<file path="src/rtl/gf12_pkg.sv">
package gf12_pkg;
    localparam int unsigned HALF_W = 6;
    localparam int unsigned FULL_W = 2 * HALF_W;

    typedef logic [HALF_W-1:0] half_t;
    typedef logic [FULL_W-1:0] elem_t;

    typedef struct packed {
        half_t hi;
        half_t lo;
    } split_t;

    typedef enum logic {
        OP_MUL  = 1'b0,
        OP_ROOT = 1'b1
    } op_e;

    // Low taps of x^6+x+1 applied when a doubling overflows bit 5
    localparam half_t RED_TAPS = 6'h03;
    // Twist constant folded into the low half of the extension product
    localparam half_t TWIST_K  = 6'h21;
    // Fixed multiplier for the root-generator step
    localparam elem_t ROOT_K   = 12'hE01;
endpackage

</file>
<file path="src/rtl/gf_sub_mul.sv">
module gf_sub_mul #(
    parameter int unsigned W = 6,
    parameter logic [W-1:0] TAPS = 6'h03
) (
    input  logic [W-1:0] a,
    input  logic [W-1:0] b,
    output logic [W-1:0] p
);
    logic [W-1:0] acc [0:W];
    logic [W-1:0] sh  [0:W-1];

    assign acc[0] = '0;
    assign sh[0]  = b;

    for (genvar i = 0; i < W; i++) begin : g_step
        assign acc[i+1] = acc[i] ^ (a[i] ? sh[i] : '0);
        if (i < W - 1) begin : g_dbl
            // Shift up; a carry out of the top bit folds back through the taps
            assign sh[i+1] = {sh[i][W-2:0], 1'b0} ^ (sh[i][W-1] ? TAPS : '0);
        end
    end

    assign p = acc[W];
endmodule

</file>
<file path="src/rtl/gf_tower_mul.sv">
module gf_tower_mul
    import gf12_pkg::*;
#(
    parameter int unsigned HW = HALF_W,
    parameter logic [HW-1:0] TAPS = RED_TAPS,
    parameter logic [HW-1:0] TWIST = TWIST_K
) (
    input  logic [2*HW-1:0] x,
    input  logic [2*HW-1:0] y,
    output logic [2*HW-1:0] p
);
    logic [HW-1:0] xh, xl, yh, yl;
    logic [HW-1:0] p_sum, p_low, p_high, p_tw;

    assign xh = x[2*HW-1:HW];
    assign xl = x[HW-1:0];
    assign yh = y[2*HW-1:HW];
    assign yl = y[HW-1:0];

    gf_sub_mul #(.W(HW), .TAPS(TAPS)) u_sum  (.a(xh ^ xl), .b(yh ^ yl), .p(p_sum));
    gf_sub_mul #(.W(HW), .TAPS(TAPS)) u_low  (.a(xl),      .b(yl),      .p(p_low));
    gf_sub_mul #(.W(HW), .TAPS(TAPS)) u_high (.a(xh),      .b(yh),      .p(p_high));
    gf_sub_mul #(.W(HW), .TAPS(TAPS)) u_tw   (.a(p_high),  .b(TWIST),   .p(p_tw));

    assign p = {p_sum ^ p_low, p_tw ^ p_low};
endmodule

</file>
<file path="src/rtl/gf_operand_sel.sv">
module gf_operand_sel
    import gf12_pkg::*;
#(
    parameter int unsigned FW = FULL_W,
    parameter logic [FW-1:0] KROOT = ROOT_K
) (
    input  op_e           sel,
    input  logic [FW-1:0] a_in,
    input  logic [FW-1:0] b_in,
    output logic [FW-1:0] x,
    output logic [FW-1:0] y,
    output logic          force_one
);
    always_comb begin
        x         = a_in;
        y         = b_in;
        force_one = 1'b0;
        if (sel == OP_ROOT) begin
            y         = KROOT;
            force_one = (a_in == '0);
        end
    end
endmodule

</file>
<file path="src/rtl/gf12_tower_mul.sv">
module gf12_tower_mul
    import gf12_pkg::*;
#(
    parameter int unsigned HW = HALF_W,
    parameter logic [HW-1:0] TAPS = RED_TAPS,
    parameter logic [HW-1:0] TWIST = TWIST_K,
    parameter logic [2*HW-1:0] KROOT = ROOT_K
) (
    input  logic            clk,
    input  logic            rst,
    input  logic            in_valid,
    output logic            in_ready,
    input  logic            op_sel,
    input  logic [2*HW-1:0] op_a,
    input  logic [2*HW-1:0] op_b,
    output logic            out_valid,
    input  logic            out_ready,
    output logic [2*HW-1:0] result
);
    localparam int unsigned FW = 2 * HW;
    localparam logic [FW-1:0] ONE = FW'(1);

    op_e           sel;
    logic [FW-1:0] x, y, prod;
    logic          force_one, accept;
    logic          vld_q;
    logic [FW-1:0] res_q;

    assign sel = op_e'(op_sel);

    gf_operand_sel #(.FW(FW), .KROOT(KROOT)) u_sel (
        .sel(sel), .a_in(op_a), .b_in(op_b),
        .x(x), .y(y), .force_one(force_one)
    );

    gf_tower_mul #(.HW(HW), .TAPS(TAPS), .TWIST(TWIST)) u_mul (
        .x(x), .y(y), .p(prod)
    );

    assign in_ready = !vld_q || out_ready;
    assign accept   = in_valid && in_ready;

    always_ff @(posedge clk) begin
        if (rst) begin
            vld_q <= 1'b0;
            res_q <= '0;
        end else begin
            if (accept) begin
                vld_q <= 1'b1;
                res_q <= force_one ? ONE : prod;
            end else if (out_ready) begin
                vld_q <= 1'b0;
            end
        end
    end

    assign out_valid = vld_q;
    assign result    = res_q;

    a_r6_latency: assert property (@(posedge clk) disable iff (rst)
        accept |=> out_valid);
    a_r8_hold: assert property (@(posedge clk) disable iff (rst)
        (out_valid && !out_ready) |=> (out_valid && $stable(result)));
    a_r8_ready: assert property (@(posedge clk) disable iff (rst)
        (out_valid && !out_ready) |-> !in_ready);
    a_r4_root_zero: assert property (@(posedge clk) disable iff (rst)
        (accept && op_sel && op_a == '0) |=> (result == ONE));
    a_r7_zero: assert property (@(posedge clk) disable iff (rst)
        (accept && !op_sel && (op_a == '0 || op_b == '0)) |=> (result == '0));
    a_r7_one: assert property (@(posedge clk) disable iff (rst)
        (accept && !op_sel && op_b == ONE) |=> (result == $past(op_a)));
    a_r9_reset: assert property (@(posedge clk)
        rst |=> !out_valid);
endmodule

</file>
<file path="config.mk">
export PLATFORM = sky130hd
export DESIGN_NAME = gf12_tower_mul
export DESIGN_NICKNAME = d
export VERILOG_FILES = /design/src/rtl/gf12_pkg.sv /design/src/rtl/gf_sub_mul.sv /design/src/rtl/gf_tower_mul.sv /design/src/rtl/gf_operand_sel.sv /design/src/rtl/gf12_tower_mul.sv
export SDC_FILE = /design/constraint.sdc
export NUM_CORES = 1
export LEC_CHECK = 0
export ABC_CLOCK_PERIOD_IN_PS = 5060
export BUFFER_PORTS_ARGS = -buffer_cell sky130_fd_sc_hd__buf_2
export CORE_MARGIN = 3
export CORE_UTILIZATION = 55
export DETAILED_ROUTE_END_ITERATION = 8
export PLACE_DENSITY_LB_ADDON = 0.2
export SETUP_SLACK_MARGIN = 0.2
export SYNTH_ARGS = -nofsm -noshare
export SYNTH_HDL_FRONTEND = slang
export SYNTH_SLANG_ARGS = --single-unit
export TNS_END_PERCENT = 1
</file>
<file path="constraint.sdc">
create_clock -name clk -period 5.06 [get_ports clk]
set_input_delay 0.506 -clock clk [delete_from_list [all_inputs] [get_ports clk]]
set_output_delay 0.506 -clock clk [all_outputs]
set_load 0.02 [all_outputs]
</file>
Word level (Yosys, flattened, before mapping)
Cells that the tools add are included.
{"block": "totals", "regBits": 13, "in_bits": 29, "out_inout_bits": 14, "word_cells": 90}
{"block": "op_classes", "mux": 44, "bitwise": 39, "reduce_logical": 5}
{"operator": "XOR 6 bit", "n": 20}
{"operator": "two-way mux 6 bit", "n": 19}
{"operator": "XOR 6 x 2 -> 6 bit", "n": 16}
{"operator": "two-way mux 2 bit", "n": 16}
{"operator": "two-way mux 12 bit", "n": 2}
{"operator": "logical NOT 12 bit", "n": 1}
{"operator": "XOR 6 x 1 -> 6 bit", "n": 1}
{"operator": "XOR 6 x 3 -> 6 bit", "n": 1}
{"operator": "XOR 6 x 4 -> 6 bit", "n": 1}
{"operator": "two-way mux 5 bit", "n": 1}
{"operator": "two-way mux 1 bit", "n": 4}
{"operator": "two-way mux 4 bit", "n": 1}
{"operator": "two-way mux 3 bit", "n": 1}
{"operator": "nonzero test 2 bit", "n": 1}
{"operator": "logical AND 1 bit", "n": 1}
{"operator": "logical NOT 1 bit", "n": 1}
{"operator": "logical OR 1 bit", "n": 1}

Longest topological paths before layout
Gate-level depths: netlist (run 1).
{"block": "depth", "ltp_word": 21, "depth_mapped": 10, "depth_no_buf": 8}

Modules after synthesis
Synthesis (run 1) repeated with hierarchy kept, for this count alone.
{"block": "hier_totals", "cells_unflattened": 507, "hier_area_um2": 3520.9}
{"mod": "gf_sub_mul", "n_inst": 4, "cells_each": 98, "area_per_inst_um2": 634.4, "seq_area_each_um2": 0.0}
{"mod": "gf12_tower_mul", "n_inst": 1, "cells_each": 59, "area_per_inst_um2": 555.5, "seq_area_each_um2": 260.2}
{"mod": "gf_tower_mul", "n_inst": 1, "cells_each": 26, "area_per_inst_um2": 217.7, "seq_area_each_um2": 0.0}
{"mod": "gf_operand_sel", "n_inst": 1, "cells_each": 30, "area_per_inst_um2": 210.2, "seq_area_each_um2": 0.0}

Least setup slack after synthesis (run 1)
Ideal clock, no wire load.
{"block": "synth_path", "path_type": "input -> register", "start": "input port op_b[1]", "end": "register res_q[0] (netlist: result[0])", "setup_time_ns": 0.079, "t_arrival_ns": 2.285, "t_required_ns": 4.981, "setup_slack_ns": 2.695, "path_stages": 9, "n_path_buf": 1, "cell_sequence": "buf_2 > nand2_1 > xnor3_1 > xnor2_1 > mux2_1 > o22a_1 > xnor2_1 > xnor2_1 > a211oi_2"}
{"block": "synth_between", "elab_chain_len": 11}
{"item": "start, declared", "line": "gf12_tower_mul.sv:15", "rtl": "input logic [2*HW-1:0] op_b,"}
{"item": "two-way mux 12 bit", "line": "gf_operand_sel.sv:18", "rtl": "if (sel == OP_ROOT) begin"}
{"item": "XOR 6 x 2 -> 6 bit (4 in a row)", "line": "gf_sub_mul.sv:19", "rtl": "assign sh[i+1] = {sh[i][W-2:0], 1'b0} ^ (sh[i][W-1] ? TAPS : '0);"}
{"item": "two-way mux 2 bit", "line": "gf_sub_mul.sv:19"}
{"item": "XOR 6 x 2 -> 6 bit", "line": "gf_sub_mul.sv:19"}
{"item": "two-way mux 6 bit", "line": "gf_sub_mul.sv:16", "rtl": "assign acc[i+1] = acc[i] ^ (a[i] ? sh[i] : '0);"}
{"item": "XOR 6 bit", "line": "gf_sub_mul.sv:16"}
{"item": "XOR 6 bit", "line": "gf_tower_mul.sv:25", "rtl": "assign p = {p_sum ^ p_low, p_tw ^ p_low};"}
{"item": "two-way mux 12 bit", "line": "gf12_tower_mul.sv:50", "rtl": "res_q <= force_one ? ONE : prod;"}
{"item": "end signal, assigned", "line": "gf12_tower_mul.sv:50"}
{"item": "end, declared", "line": "gf12_tower_mul.sv:27", "rtl": "logic [FW-1:0] res_q;"}
Every way passes these cells.
A chain may end at the register's enable or synchronous reset.

Final worst setup path (run 1)
{"block": "layout_path", "start": "input port op_sel", "end": "register res_q[8] (netlist: result[8])"}
{"block": "layout_between", "elab_chain_len": 12, "elab_cells_between_ends": 45, "classes_between": "mux: 23; bitwise: 22"}
{"item": "start, declared", "line": "gf12_tower_mul.sv:13", "rtl": "input logic op_sel,"}
{"item": "two-way mux 12 bit", "line": "gf_operand_sel.sv:18"}
{"item": "XOR 6 bit", "line": "gf_tower_mul.sv:20", "rtl": "gf_sub_mul #(.W(HW), .TAPS(TAPS)) u_sum (.a(xh ^ xl), .b(yh ^ yl), .p(p_sum));"}
{"item": "two-way mux 2 bit or XOR 6 x 2 -> 6 bit (tied branches)", "line": "gf_sub_mul.sv:19"}
{"item": "XOR 6 x 2 -> 6 bit or two-way mux 2 bit (tied branches) (2 in a row)", "line": "gf_sub_mul.sv:19"}
{"item": "two-way mux 6 bit, or another cell as far along", "line": "gf_sub_mul.sv:16"}
{"item": "XOR 6 bit, or another cell as far along (2 in a row)", "line": "gf_sub_mul.sv:16"}
{"item": "XOR 6 bit or two-way mux 6 bit (tied branches)", "line": "gf_sub_mul.sv:16"}
{"item": "XOR 6 bit", "line": "gf_sub_mul.sv:16"}
{"item": "XOR 6 bit", "line": "gf_tower_mul.sv:25"}
{"item": "two-way mux 12 bit (*)", "line": "gf12_tower_mul.sv:50"}
Mark *: on every way between the ends. The rest lies on a longest branch, timed or not.

==> flow_summary.yaml, run 1 <==
clock_tree:
  clk_latency_ns: 0.24
  cts_hold_buf: 0
  h-tree-depth: 1
  max-clock-path-buffers: 2
  cts-root-buf: "clkbuf_8"
  cts_tree: "done"
  cts_made_buffers: 3
  path_clk_slew_ns: 0.06
  cts_sinks: 13
  post_cts_buffers: 0
  postCtsResizedCells: 0
yosys:
  synth_area_leaders: "xnor2_1, xor2_1, dfxtp_1"
  synth_area_per_cell_um2: 6.81
  ys_warn_count: 0
  yosysSeqAreaShare_pct: 9.28
  synth.most_common_cell: "xnor2_1"
  synth-edff-count: 0
  ys_ff_latch: 13
  synthTopCellsByCount: "xnor2_1, nand2_1, nor2_1"
  synthFlopType: "dfxtp_1"
  synthDistinctLibCells: 51
  syn_area_mm2: 0.00280
  syn_nets: 441
  synthArstFlopShare_pct: 0
  synth_top_cell_area_share_pct: 21.2
  synth_top_area_cell: "xnor2_1"
  syn_inst: 412
die:
  io_pins: 43
  fp.dieW_um: 77.4
  num_rows: 25
  core_mm2: 0.00482
  die_height_um: 77.4
  initial_core_util_pct: 58.2
  dieArea_mm2: 0.00599
power:
  p_per_area_mw_per_mm2: 237
  power.total_uw: 705
  peakVddDrop_mv: 0.191
  leakage_nw: 1.20
global_routing:
  grt_max_degree: 40
  grt_usage_pct: 24.7
  grt_pass1_wl_mm: 12.6
  grt-ovfl-total: 0
  first_global_vias: 2583
  grt_antenna_before_repair: 0
critical_path:
  r2r_slack_ns: 3.40
  critical_path_peak_fanout: 39
  crit_slowest_cell: "inv_1"
  rr_startpoint: "out_valid"
  r2r_end: "result[2]"
  r2r_cells: 5
  cp_cell_sequence: "buf_2, inv_1, nand2_1, nor2_1, xnor2_1, mux2i_1, xnor3_1, xnor2_1, a22o_1"
  cp-end-kind: "flop"
  critPathLaunchType: "input port"
  cp.required_ns: 5.19
  arrival_ns: 3.04
  setup.worst_path.class: "input port to flop"
  crit_path_max_incr_delay_ns: 0.52
  cpMostUsedCell: "xnor2_1"
cells_and_area:
  nFillCells: 482
  drive_above_1_share_pct: 12.1
  fin_cells: 487
  num_antenna_cells: 0
  finalNetCount: 450
  areaGrowthSynthToFinish_pct: 6.25
  postLayoutCoreUtil_pct: 61.8
sta:
  worst_pin_slew_ns: 0.723
  setup_viol: 0
  finalCritPeriodShare_pct: 57.5
  fin_skew_ns: 0.000631
  max_freq_ghz: 0.344
  drv_slew: 0
  rsz0062_at_grt: "false"
  hold_viol_final: 0
  fin_tns_setup_ns: 0
  period_needed_ns: 2.91
  relSlewSlack_pct: 51.8
drt:
  routed_via_density: 5.93
  num_vias: 2886
  drtPass1Iterations: 5
  ant_nets: 0
  routed_wirelength_mm: 7.33
  wl_per_cell_um: 15.0
  drt_iter0_markers: 170
  drcViolationCount: 0
worst_hold_path:
  hp-class: "flop to flop"
  whs_endpoint: "result[8]"
  min_path_cells: 1
  hold_start: "result[8]"
place:
  port_buffers: 42
  dpl.cell_count: 483
  gp_congestion: 0.995
  dp_hpwl_mm: 5.51
job:
  cap_violations: 0
status:
  outcome: "finished, final reports clean"
state kept, by name (all words and copies together) (netlist names):
name / flops
out_valid: 1
result: 12
placed cells by master, fill, tap and decap left out, drive strengths merged, types with 2 or more instances in the layout:
master | synthesis | final
nand2 | 56 | 56
a21oi | 19 | 19
mux2 | 3 | 3
xnor3 | 4 | 4
xnor2 | 68 | 68
dfxtp | 13 | 13
and3 | 3 | 3
mux2i | 4 | 4
o221ai | 3 | 3
nor3b | 3 | 3
inv | 11 | 11
o211ai | 4 | 4
nor3 | 8 | 8
clkbuf | 18 | 3
o22a | 4 | 4
nor2 | 43 | 43
xor2 | 34 | 34
a211oi | 4 | 4
and4 | 2 | 2
nand3 | 7 | 7
nor2b | 2 | 2
o22ai | 11 | 11
a22o | 11 | 11
nor4 | 2 | 2
and2 | 2 | 2
o21ai | 22 | 22
buf | 20 | 42
a22oi | 4 | 4
a21o | 2 | 2
a31oi | 2 | 2
nand2b | 7 | 7
o31ai | 2 | 2
cell families after synthesis:
family	after synthesis	synth area share, %
buffers and inverters	49	7.36
DFF	13	9.28
AOI/OAI and AO/OA	98	23.3
muxes	7	2.63
and+or+nand+nor	139	22.0
xor gates and xnor gates	106	35.3
where the power goes:
| part | total [mW] | switching [mW] | internal [mW] |
|---|---|---|---|
| clock network | 0.0906 | 0.0363 | 0.0543 |
| registers | 0.135 | 0.0106 | 0.124 |
| logic | 0.479 | 0.266 | 0.213 |
worst max path at each step:
stage                  from         to  slack (ns)  cells after the start
CTS                  op_sel  result[8]        2.18                      9
global route         op_sel  result[8]        1.98                      9
floorplan           op_b[1]  result[0]        2.70                      9
finish               op_sel  result[8]        2.15                      9
global placement     op_sel  result[8]        2.04                      9
detailed placement   op_sel  result[8]        1.93                      9
final cells by class:
class	instances	area, µm²	share of cell area [%]
inverters	11	41.3	1.39
clock inverters	1	5.00	0.168
clock buffers	3	41.3	1.39
multi-input cells	350	2340	78.5
flip-flops and latches	13	260	8.74
well taps	67	83.8	2.81
repair buffers	42	210	7.06
through the flow:
stage	setup WS [ns]	instance area (µm²)	hold slack, ns
finish	2.15	2980	0.474
global route	1.98	2980	0.485
CTS	2.18	2980	0.476
detailed placement	1.93	2930	0.463
global placement	2.04	2930	0.458
floorplan	2.70	2800	0.571
critical path: cells and delay by family:
family          cells  cell delay, ns
simple gates        2            0.47
xor+xnor            3            0.68
mux                 1            0.13
compound gates      1            0.20
buf+inv             2            1.02
per-layer routing:
| metal | global-route usage, % | wire length (µm) |
|---|---|---|
| met5 | 0 | 0 |
| met3 | 1.62 | 393 |
| met2 | 40.8 | 3460 |
| met1 | 35.0 | 3300 |
| met4 | 5.52 | 167 |
Note: power is estimated with default switching activity, not from simulation.
==> run 2: changes to the inputs <==
Settings changed: ABC_AREA set to 1, ABC_CLOCK_PERIOD_IN_PS 5060 to 3000.
Clock period 5.06 ns to 3 ns, I/O delays scaled along.
==> flow_summary.yaml, run 2 <==
yosys:
  syn_area_mm2: 0.00306
  ys_ff_latch: 13
  ys_warn_count: 0
  synthDistinctLibCells: 29
  synth_top_area_cell: "nand2_1"
  synthTopCellsByCount: "nand2_1, inv_1, nor2_1"
  synth.most_common_cell: "nand2_1"
  synthArstFlopShare_pct: 0
  synth-edff-count: 0
  synthFlopType: "dfxtp_1"
  synth_area_leaders: "nand2_1, nand3_1, inv_1"
  synth_area_per_cell_um2: 5.21
  yosysSeqAreaShare_pct: 8.51
  synth_top_cell_area_share_pct: 28.6
  syn_nets: 616
  syn_inst: 587
clock_tree:
  clk_latency_ns: 0.24
  cts_sinks: 13
  cts_made_buffers: 3
  cts_tree: "done"
  cts_hold_buf: 0
  post_cts_buffers: 0
  h-tree-depth: 1
  path_clk_slew_ns: 0.05
  postCtsResizedCells: 0
  cts-root-buf: "clkbuf_8"
  max-clock-path-buffers: 2
global_routing:
  grt_pass1_wl_mm: 14.6
  first_global_vias: 3181
  grt_max_degree: 22
  grt_usage_pct: 28.3
  grt_antenna_before_repair: 0
  grt-ovfl-total: 0
place:
  gp_congestion: 0.904
  dp_hpwl_mm: 7.19
  port_buffers: 42
  post-place-ws_ns: 0.857
  dpl.cell_count: 693
  placed_area_mm2: 0.00330
critical_path:
  cp.buffers_inverters: 4
  startpoint: "op_sel"
  worst_path_dominant_cell_family: "simple AND/OR/NAND/NOR gates"
  critPathLaunchType: "input port"
  setup.worst_path.class: "input port to flop"
  crit_path_end: "result[1]"
  r2r_slack_ns: 1.36
  cp-end-kind: "flop"
  cp.depth: 15
  r2r_cells: 6
  critical_path_peak_fanout: 21
  crit_path_max_incr_delay_ns: 0.21
  cp_cell_sequence: "buf_2, inv_6, nand2_1, inv_1, nand2_1, nand3_1, xor2_1, nand2_1, nand2_1, nand2_1, nand2_2, inv_2, nand2_1, nand3_1, a21oi_1"
  cp.required_ns: 3.18
  arrival_ns: 2.13
  r2r_end: "result[4]"
  rr_startpoint: "out_valid"
  cpMostUsedCell: "nand2_1"
  crit_slowest_cell: "inv_6"
sta:
  worst_pin_slew_ns: 0.496
  relSlewSlack_pct: 66.8
  fin_skew_ns: 0.00314
  hold_ws_ns: 0.363
  max_freq_ghz: 0.511
  finalCritPeriodShare_pct: 65.2
  setup_viol: 0
  drv_slew: 0
  period_needed_ns: 1.96
  hold_viol_final: 0
  setup_ws_ns: 1.04
  fin_tns_setup_ns: 0
  rsz0062_at_grt: "false"
drt:
  wl_per_cell_um: 12.3
  drcViolationCount: 0
  wl_met3_um: 555
  num_vias: 3598
  met1_length_mm: 3.80
  drtPass1Iterations: 5
  dr_wl_met2_mm: 4.03
  routed_wirelength_mm: 8.54
  routed_via_density: 5.16
  drt_iter0_markers: 279
  top_layer: "met4"
  ant_nets: 0
cells_and_area:
  fin_cells: 697
  drive_above_1_share_pct: 13.4
  finalNetCount: 657
  areaGrowthSynthToFinish_pct: 9.41
  largest_register_ffs: 12
  layout_common_cells: "nand2_1, inv_1, nor2_1"
  postLayoutCoreUtil_pct: 63.9
  final_area_mm2: 0.00335
  num_antenna_cells: 0
  final_common_cell: "nand2_1"
  nFillCells: 545
die:
  dieArea_mm2: 0.00649
  die_height_um: 80.6
  io_pins: 43
  num_rows: 26
  fp.dieW_um: 80.6
  initial_core_util_pct: 58.4
  core_mm2: 0.00524
job:
  cap_violations: 0
power:
  leakage_nw: 2.00
  peakVddDrop_mv: 0.270
  power.total_mw: 1.13
  p_per_area_mw_per_mm2: 338
worst_hold_path:
  hp-class: "input port to flop"
status:
  outcome: "finished, final reports clean"
run 2: how the worst min path moves through the flow:
stage                           from          to  slack, ns  cells past startpoint
after floorplan                  rst   out_valid       0.37                      1
after CTS                  out_ready   out_valid       0.36                      4
after global placement     result[1]   result[1]       0.45                      2
after global routing       out_ready   out_valid       0.38                      4
after detailed placement  result[11]  result[11]       0.45                      2
final                      out_ready   out_valid       0.36                      4
run 2: where the power goes:
part / switching [mW] / internal (mW)
combinational: 0.498 / 0.270
sequential: 0.0115 / 0.198
clock: 0.0598 / 0.0937
total: 0.569 / 0.562
run 2: final cells by class:
cell class | count | area (µm²) | share of cell area, %
sequential | 13 | 260 | 7.78
tap | 70 | 87.6 | 2.62
timing repair buffer | 42 | 210 | 6.28
multi-input combinational | 484 | 2420 | 72.4
inverter | 84 | 320 | 9.57
clock buffer | 4 | 45.0 | 1.35
run 2: cell families (layout without fill, tap and decap cells):
logic type             after synthesis  count (layout)  synth area share (%)
AND/OR/NAND/NOR                    404             404                  57.1
buffers and inverters               90             130                  12.3
XOR/XNOR                            60              60                  18.7
AO/OA/AOI/OAI                       20              20                  3.48
flip-flops                          13              13                  8.51
run 2: tightest hold or removal path: cells and delay by family:
family / cells / cell delay [ns]
and+or+nand+nor: 1 / 0.08
buffers and inverters: 2 / 0.10
AOI/OAI and AO/OA: 1 / 0.07
run 2: metal layers:
metal / vias up / GRT usage (%)
met5: - / 0
met4: 0 / 7.43
met3: 12 / 1.12
met2: 140 / 49.7
met1: 1592 / 37.5
li1: 1854 / -
==> run 3: changes to the inputs <==
Settings changed: ABC_CLOCK_PERIOD_IN_PS 3000 to 1620, CORE_UTILIZATION 55 to 54.
Clock period 3 ns to 1.62 ns, I/O delays scaled along.
==> flow_summary.yaml, run 3 (same netlist as run 2, synthesis figures left out) <==
drt:
  drt_iter0_markers: 339
  drtPass1Iterations: 5
  routed_wirelength_mm: 11.5
  routed_via_density: 5.53
  drcViolationCount: 0
  ant_nets: 0
  num_vias: 4199
  wl_per_cell_um: 15.1
cells_and_area:
  finalNetCount: 720
  nFillCells: 322
  areaGrowthSynthToFinish_pct: 47.6
  drive_above_1_share_pct: 39.7
  largest_register_ffs: 12
  num_antenna_cells: 0
  fin_cells: 760
  final_common_cell: "nand2_1"
  final_area_mm2: 0.00451
  postLayoutCoreUtil_pct: 85.1
  layout_common_cells: "nand2_1, inv_1, buf_4"
global_routing:
  gr-max-usage-layer: "met2"
  grt-ovfl-total: 0
  first_global_vias: 3693
  grt_pass1_wl_mm: 16.1
  grt_antenna_before_repair: 0
  grt_usage_pct: 30.7
  grtUsageMet1_pct: 35.9
  met2_usage_pct: 58.7
  grtUsageMet3_pct: 2.88
  grt_max_degree: 14
clock_tree:
  cts_made_buffers: 3
  cts_sinks: 13
  cts-root-buf: "clkbuf_8"
  max-clock-path-buffers: 2
  cts_hold_buf: 0
  clk_latency_ns: 0.24
  path_clk_slew_ns: 0.05
  h-tree-depth: 1
  cts_tree: "done"
power:
  peakVddDrop_mv: 0.456
  p_comb_share_pct: 73.8
  p_per_area_mw_per_mm2: 573
  net-switching-power_mw: 1.32
  p_int_mw: 1.27
  p_sw_share_pct: 50.9
  leakage_nw: 2.45
  power.total_mw: 2.59
  p_seq_share_pct: 15.2
  p_clk_share_pct: 11.0
sta:
  hold_ws_ns: 0.221
  setup_ws_ns: -0.0485
  hold_viol_final: 0
  fin_tns_setup_ns: -0.0485
  fin_skew_ns: 0.000775
  drv_slew: 0
  relSlewSlack_pct: 76.6
  rsz0062_at_grt: "true"
  max_freq_ghz: 0.599
  finalCritPeriodShare_pct: 103
  worst_pin_slew_ns: 0.349
  setup_viol: 1
  period_needed_ns: 1.67
critical_path:
  critPathLaunchType: "input port"
  rr_startpoint: "out_valid"
  crit_slowest_cell: "xnor2_1"
  cp_cell_sequence: "buf_16, inv_12, nand2_4, inv_2, nand2_1, xnor2_1, xnor2_1, inv_1, nand2_1, nand2_2, nand2_1, nand2_1, nand2_1, nand3_2, nand2_1, inv_1"
  worst_path_dominant_cell_family: "simple AND/OR/NAND/NOR gates"
  arrival_ns: 1.80
  cp.buffers_inverters: 5
  crit_path_max_incr_delay_ns: 0.20
  cp.required_ns: 1.76
  cpMostUsedCell: "nand2_1"
  critical_path_peak_fanout: 8
  startpoint: "op_sel"
  cp-end-kind: "flop"
  setup.worst_path.class: "input port to flop"
place:
  gp_congestion: 0.923
  placed_area_mm2: 0.00375
  port_buffers: 42
  dpl.cell_count: 751
  dp_hpwl_mm: 7.97
  post-place-ws_ns: -0.477
worst_hold_path:
  hp-class: "input port to flop"
  hold_start: "out_ready"
die:
  core_mm2: 0.00530
  num_rows: 26
  die_height_um: 81.3
  fp.dieW_um: 81.3
  dieArea_mm2: 0.00660
  initial_core_util_pct: 57.7
  io_pins: 43
job:
  cap_violations: 0
status:
  outcome: "finished with violations"
  violations: "negative setup slack"
run 3: cell count changes in the layout (fill, tap and decap cells not counted), sizes merged:
cell / before / now
inv: 83 / 82
clkinvlp: 0 / 2
clkbuf: 4 / 5
buf: 42 / 103
run 3: what timing repair did:
item,4_1_cts,5_1_grt
cloned,1,1
pin swaps,18,73
endpoints found under the setup margin,12,12
resized for setup,45,135
setup buffers,0,3
run 3: power by group through the flow:
stage	Clock [mW]	Sequential [mW]	Combinational, mW
4_1_cts	0.288	0.390	1.62
5_1_grt	0.299	0.395	2.07
3_5_place_dp	0	0.396	1.55
6_report	0.285	0.393	1.91
3_3_place_gp	0	0.393	1.50
2_1_floorplan	0	0.453	1.03
run 3: worst register-to-register path, delay by kind of cell (launching register included):
kind                   cells  cell delay, ns
AND/OR/NAND/NOR            5            0.65
flip-flops                 1            0.32
buffers and inverters      2            0.38
run 3: per-layer routing:
layer  vias to the layer above  wire length (µm)
met3                        50               797
met4                         0               479
met5                         -                 0
li1                       1983                 -
met1                      1952              4450
met2                       214              5730
run 3: path summary, 6_finish.rpt:
path	end	slack, ns	cells after the start
setup / recovery	result[0]	-0.05	16
hold reg to reg	result[4]	0.46	2
hold / removal	out_valid	0.22	4
setup reg to reg	result[0]	0.18	7
run 3: layout make-up:
class                           count  area (µm²)  area share, %
Inverter                           84         338           7.48
Tap cell                           70        87.6           1.94
Clock buffer                        4        45.0          0.998
Multi-Input combinational cell    484        3040           67.2
Sequential cell                    13         260           5.76
Timing Repair Buffer              104         737           16.3
Timing Repair inverter              1        11.3          0.249
